**src/rtl/crg_pkg.sv**
```systemverilog
package crg_pkg;
  localparam int FLD_W = 3;
  localparam int NLANE = 3;
  localparam int LANE_CPU = 0;
  localparam int LANE_BUS = 1;
  localparam int LANE_PER = 2;
  localparam int RAT_W = 4;
  localparam int MAX_RATIO = 8;
  localparam int CNT_W = $clog2(MAX_RATIO);

  // Field position: core at the top, peripheral at bit 0.
  function automatic int field_lo(input int lane);
    return (NLANE - 1 - lane) * FLD_W;
  endfunction

  function automatic logic [RAT_W-1:0] core_ratio(input logic [FLD_W-1:0] code);
    logic [RAT_W-1:0] r;
    case (code)
      3'd0: r = 4'd1;
      3'd1: r = 4'd2;
      3'd2: r = 4'd3;
      3'd3: r = 4'd4;
      3'd4: r = 4'd5;
      default: r = 4'd8;
    endcase
    return r;
  endfunction

  function automatic logic [RAT_W-1:0] periph_ratio(input logic [FLD_W-1:0] code);
    logic [RAT_W-1:0] r;
    case (code)
      3'd0: r = 4'd2;
      3'd1: r = 4'd3;
      3'd2: r = 4'd4;
      3'd3: r = 4'd6;
      default: r = 4'd8;
    endcase
    return r;
  endfunction
endpackage

```
**src/rtl/crg_ctrl_reg.sv**
```systemverilog
module crg_ctrl_reg #(
  parameter int REG_W = 16,
  parameter logic [REG_W-1:0] RST_WORD = 16'h0E0A
) (
  input  logic             clk,
  input  logic             rst,
  input  logic             wr,
  input  logic [REG_W-1:0] wdata,
  output logic [REG_W-1:0] q
);
  always_ff @(posedge clk) begin
    if (rst)     q <= RST_WORD;
    else if (wr) q <= wdata;
  end
endmodule

```
**src/rtl/crg_field_decode.sv**
```systemverilog
module crg_field_decode #(
  parameter bit PERIPH = 1'b0
) (
  input  logic [crg_pkg::FLD_W-1:0] code,
  output logic [crg_pkg::RAT_W-1:0] ratio
);
  generate
    if (PERIPH) begin : g_per
      always_comb ratio = crg_pkg::periph_ratio(code);
    end else begin : g_core
      always_comb ratio = crg_pkg::core_ratio(code);
    end
  endgenerate
endmodule

```
**src/rtl/crg_strobe_div.sv**
```systemverilog
module crg_strobe_div #(
  parameter int RAT_W = 4,
  parameter int CNT_W = 3,
  parameter logic [RAT_W-1:0] RST_RATIO = 4'd1
) (
  input  logic             clk,
  input  logic             rst,
  input  logic [RAT_W-1:0] ratio_next,
  output logic             strobe,
  output logic [RAT_W-1:0] ratio_act
);
  logic [CNT_W-1:0] cnt;
  logic             term;

  assign term = (cnt == '0);

  always_ff @(posedge clk) begin
    if (rst) begin
      cnt       <= '0;
      strobe    <= 1'b0;
      ratio_act <= RST_RATIO;
    end else if (term) begin
      strobe    <= 1'b1;
      ratio_act <= ratio_next;
      cnt       <= CNT_W'(ratio_next - RAT_W'(1));
    end else begin
      strobe <= 1'b0;
      cnt    <= cnt - CNT_W'(1);
    end
  end
endmodule

```
**src/rtl/clk_ratio_gen.sv**
```systemverilog
module clk_ratio_gen #(
  parameter int REG_W = 16,
  parameter logic [REG_W-1:0] RST_WORD = 16'h0E0A
) (
  input  logic                      clk,
  input  logic                      rst,
  input  logic                      reg_wr,
  input  logic [REG_W-1:0]          reg_wdata,
  output logic [REG_W-1:0]          reg_rdata,
  output logic                      cpu_en,
  output logic                      bus_en,
  output logic                      per_en,
  output logic [crg_pkg::RAT_W-1:0] per_ratio
);
  import crg_pkg::*;

  logic [REG_W-1:0]            ctrl_q;
  logic [NLANE-1:0]            lane_strobe;
  logic [NLANE-1:0][RAT_W-1:0] lane_ratio;

  crg_ctrl_reg #(.REG_W(REG_W), .RST_WORD(RST_WORD)) u_reg (
    .clk(clk), .rst(rst), .wr(reg_wr), .wdata(reg_wdata), .q(ctrl_q)
  );

  generate
    for (genvar g = 0; g < NLANE; g++) begin : g_lane
      localparam int LO = field_lo(g);
      localparam bit IS_PER = (g == LANE_PER);
      localparam logic [RAT_W-1:0] RR = IS_PER ? periph_ratio(RST_WORD[LO +: FLD_W])
                                               : core_ratio(RST_WORD[LO +: FLD_W]);
      logic [RAT_W-1:0] nxt;

      crg_field_decode #(.PERIPH(IS_PER)) u_dec (
        .code(ctrl_q[LO +: FLD_W]), .ratio(nxt)
      );

      crg_strobe_div #(.RAT_W(RAT_W), .CNT_W(CNT_W), .RST_RATIO(RR)) u_div (
        .clk(clk), .rst(rst), .ratio_next(nxt),
        .strobe(lane_strobe[g]), .ratio_act(lane_ratio[g])
      );
    end
  endgenerate

  assign reg_rdata = ctrl_q;
  assign cpu_en    = lane_strobe[LANE_CPU];
  assign bus_en    = lane_strobe[LANE_BUS];
  assign per_en    = lane_strobe[LANE_PER];
  assign per_ratio = lane_ratio[LANE_PER];
endmodule

```
**config.mk**
```make
export PLATFORM = sky130hd
export DESIGN_NAME = clk_ratio_gen
export DESIGN_NICKNAME = d
export VERILOG_FILES = /design/src/rtl/crg_pkg.sv /design/src/rtl/crg_ctrl_reg.sv /design/src/rtl/crg_field_decode.sv /design/src/rtl/crg_strobe_div.sv /design/src/rtl/clk_ratio_gen.sv
export SDC_FILE = /design/constraint.sdc
export NUM_CORES = 1
export LEC_CHECK = 0
export CAP_MARGIN = 20
export CORE_MARGIN = 5
export CORE_UTILIZATION = 55
export CTS_CLUSTER_DIAMETER = 200
export DETAILED_ROUTE_END_ITERATION = 7
export DONT_BUFFER_PORTS = 1
export GPL_ROUTABILITY_DRIVEN = 0
export GPL_TIMING_DRIVEN = 0
export PLACE_DENSITY = 0.7
export SYNTH_ARGS = -nofsm -noshare
export SYNTH_HDL_FRONTEND = slang
export SYNTH_SLANG_ARGS = --single-unit
```
**constraint.sdc**
```tcl
create_clock -name clk -period 2.26 [get_ports clk]
set_input_delay 0.113 -clock clk [delete_from_list [all_inputs] [get_ports clk]]
set_output_delay 0.113 -clock clk [all_outputs]
set_load 0.01 [all_outputs]
```
==> results.rst <==
.. list-table::
   :header-rows: 1

   * - Metric
     - Value
   * - Fillers
     - 189
   * - Placeable Area
     - 0.00225 mm2
   * - Count of warnings emitted by yosys
     - 0
   * - Horiz. Die Dim
     - 58.9 um
   * - N_diodes
     - 0
   * - Number of setup buffers added after CTS
     - 0
   * - Met3 routed WL
     - 190 um
   * - Post-Synthesis Mean Instance Area
     - 9.87 um2
   * - WL final
     - 2860 um
   * - Crit start category
     - flip-flop
   * - Highest metal layer with signal wires
     - met4
   * - Final core occ
     - 0.698
   * - Unrepaired setup endpoints after global routing
     - false
   * - Most frequent standard cell in the layout excluding fill and tap cells
     - sky130_fd_sc_hd__dfxtp_1
   * - Share of flip-flops with an asynchronous set or reset after synthesis
     - 0
   * - HPWL after DPL
     - 1940 um
   * - Shortest clock period the worst path allows after layout
     - 2.05 ns
   * - Total Die Area
     - 0.00346 mm2
   * - Maximum number of pins on one net before global-route repair
     - 11
   * - TNS Setup
     - 0 ns
   * - Number of vias in the routed layout
     - 1047
   * - Number of enable flip-flop cells after synthesis
     - 0
   * - Maximum clock frequency
     - 489 MHz
   * - Number of max-cap violations
     - 0
   * - Period utilisation layout
     - 0.905
   * - Post-synthesis instance total
     - 133
   * - Height of the chip
     - 58.9 um
   * - Clock latency at the later pin of the worst-skew pair
     - 0.31 ns
   * - Clock root buffer master
     - sky130_fd_sc_hd__clkbuf_4
   * - Leak
     - 0.680 nW
   * - Arrival @ worst endpoint
     - 2.31 ns
   * - Synth Cell Area
     - 0.00131 mm2
   * - Num Clock Sinks
     - 32
   * - All-layer global routing usage
     - 0.173
   * - Port Buf Inserts
     - 0
   * - Total routed wire length on the met1 layer
     - 1220 um
   * - Routed length on met2
     - 1440 um
   * - Via density per instance
     - 5.69
   * - CP Class
     - reg2reg
   * - Initial core utilization
     - 0.582
   * - Category of the worst setup path capture point
     - flip-flop
   * - Top library cells by usage in the layout, fill and taps aside
     - sky130_fd_sc_hd__dfxtp_1 (32), sky130_fd_sc_hd__nor2_1 (23), sky130_fd_sc_hd__mux2i_1 (17)
   * - Number of global-route vias before repair
     - 1044
   * - Count of pins over their slew limit
     - 0
   * - Antenna violations before repair
     - 0
   * - WP data required
     - 2.52 ns
   * - Max_slew headroom
     - 0.604
   * - Routed length per instance
     - 15.5 um
   * - Most common flop cell mapped by yosys
     - sky130_fd_sc_hd__dfxtp_1
   * - Run status
     - completed
   * - Clock Skews
     - 0.00221 ns
   * - IO Count
     - 42
   * - Global-route congestion overflow total
     - 0
   * - Register area share after synthesis
     - 0.488
   * - Number of clock buffers inserted by TritonCTS
     - 5
   * - Tightest Hold Check Type
     - in2reg
   * - Site row count
     - 17
   * - Total nets after synthesis
     - 155
   * - Crit-path max FO
     - 6
   * - Fraction of final layout cells with drive strength greater than 1
     - 0.0962
   * - Max rail drop VDD
     - 584 uV
   * - Layout-stage area growth over the synthesis result
     - 19.9%
   * - Tightest Pin Transition
     - 0.579 ns
   * - Synth Register Bits
     - 32
   * - Pwr dens
     - 900 mW/mm2
   * - Number of buffers on the longest clock path
     - 2
   * - Count of endpoints failing hold in the final timing report
     - 0
   * - Number of failing setup endpoints in the final timing report
     - 0
   * - Clock-pin transition on the worst setup and hold timing paths
     - 0.09 ns
   * - Number of design-rule violations left by the first detailed-router iteration
     - 23
   * - H-tree lvl count
     - 2
   * - Number of nets with antenna violations after detailed routing
     - 0
   * - First-pass GRT wire length
     - 4590 um
   * - TritonCTS clock tree
     - built
   * - Number of different library cells in the post-synthesis netlist
     - 30
   * - Number of detailed-route iterations in the first pass
     - 4
   * - Final-stage net count
     - 178
   * - Remaining routing DRC violations
     - 0
-- worst max-delay path, stage by stage, from the launching register on --
cell,delay [ns]
sky130_fd_sc_hd__dfxtp_1,0.39
sky130_fd_sc_hd__a2111oi_0,0.61
sky130_fd_sc_hd__nor2_1,0.09
sky130_fd_sc_hd__ha_1,0.25
sky130_fd_sc_hd__or3b_2,0.46
sky130_fd_sc_hd__o31ai_1,0.07
sky130_fd_sc_hd__or3b_1,0.13
-- registers in the layout (all words and copies together) (netlist names) --
signal,cells
u_reg.q,16
g_lane.u_div.cnt,9
g_lane.u_div.ratio_act,4
g_lane.u_div.strobe,3
-- worst paths after layout --
| path | start | end | slack [ns] | depth (start not counted) |
|---|---|---|---|---|
| max | u_reg.q[5]$_SDFFE_PP0P_ | g_lane[1].u_div.cnt[2]$_SDFF_PP0_ | 0.21 | 6 |
| min | rst | g_lane[1].u_div.strobe$_SDFF_PP0_ | 0.09 | 2 |
| max reg2reg | u_reg.q[5]$_SDFFE_PP0P_ | g_lane[1].u_div.cnt[2]$_SDFF_PP0_ | 0.21 | 6 |
| min reg2reg | g_lane[1].u_div.cnt[2]$_SDFF_PP0_ | g_lane[1].u_div.strobe$_SDFF_PP0_ | 0.51 | 1 |
-- cell families (layout without fill, tap and decap cells) --
family	after synthesis	count (layout)	share of synthesized area
and+or+nand+nor	58	58	0.241
DFF	32	32	0.488
muxes	17	17	0.130
AOI/OAI and AO/OA	13	13	0.0677
buffers and inverters	8	31	0.0315
adders and majority gates	3	3	0.0286
xor gates and xnor gates	2	2	0.0133
-- timing repair --
item,in CTS,in global routing
resized for setup,0,1
hold buffers,16,0
setup endpoints to repair,0,1
endpoints found under the hold margin,16,0
-- cells in the mapped netlist, types with 2 or more instances --
master	n	area, um2
sky130_fd_sc_hd__nand2b_1	2	12.5
sky130_fd_sc_hd__a2111oi_0	2	17.5
sky130_fd_sc_hd__o21ai_0	2	10.0
sky130_fd_sc_hd__inv_1	2	7.51
sky130_fd_sc_hd__nor4_1	6	37.5
sky130_fd_sc_hd__nor2_1	23	86.3
sky130_fd_sc_hd__mux2i_1	17	170
sky130_fd_sc_hd__dfxtp_1	32	641
sky130_fd_sc_hd__nor3_1	6	30.0
sky130_fd_sc_hd__and3b_1	2	17.5
sky130_fd_sc_hd__o21a_1	2	15.0
sky130_fd_sc_hd__xor2_1	2	17.5
sky130_fd_sc_hd__o31ai_1	2	15.0
sky130_fd_sc_hd__buf_1	2	7.51
sky130_fd_sc_hd__a21oi_1	3	15.0
sky130_fd_sc_hd__ha_1	3	37.5
sky130_fd_sc_hd__buf_2	3	15.0
sky130_fd_sc_hd__or3b_2	2	17.5
sky130_fd_sc_hd__nor3b_1	3	22.5
sky130_fd_sc_hd__nand2_1	6	22.5
sky130_fd_sc_hd__or3b_1	2	17.5
-- where the power goes --
| part | internal (mW) | leakage [nW] | switching [mW] |
|---|---|---|---|
| registers | 0.650 | 0.265 | 0.106 |
| logic | 0.166 | 0.377 | 0.143 |
| clock network | 0.176 | 0.0374 | 0.175 |
| total | 0.993 | 0.680 | 0.423 |
-- per-layer routing --
layer / global-route usage / vias to the layer above
li1: - / 517
met1: 0.195 / 491
met2: 0.303 / 37
met3: 0.0614 / 2
met4: 0.0518 / 0
met5: 0 / -
-- layout make-up --
| type | instances | area [um2] | area share |
|---|---|---|---|
| repair buffers | 16 | 160 | 0.102 |
| inverters | 2 | 7.51 | 0.00477 |
| plain buffers | 6 | 33.8 | 0.0215 |
| multi-input cells | 93 | 632 | 0.401 |
| clock buffers | 7 | 65.1 | 0.0413 |
| flip-flops and latches | 32 | 641 | 0.407 |
| well taps | 28 | 35.0 | 0.0223 |
-- per-stage QoR --
stage	setup slack, ns	instances	power (mW)	hold WS, ns	area [um2]
after CTS	0.218	184	1.42	0.0833	1570
final	0.215	184	1.42	0.0925	1570
after global placement	0.308	161	1.03	0.246	1350
after floorplan	0.416	133	0.985	0.241	1310
after global routing	0.0799	184	1.51	0.0952	1570
after detailed placement	0.246	161	1.05	0.247	1350
(Power assumes the default switching activity.)
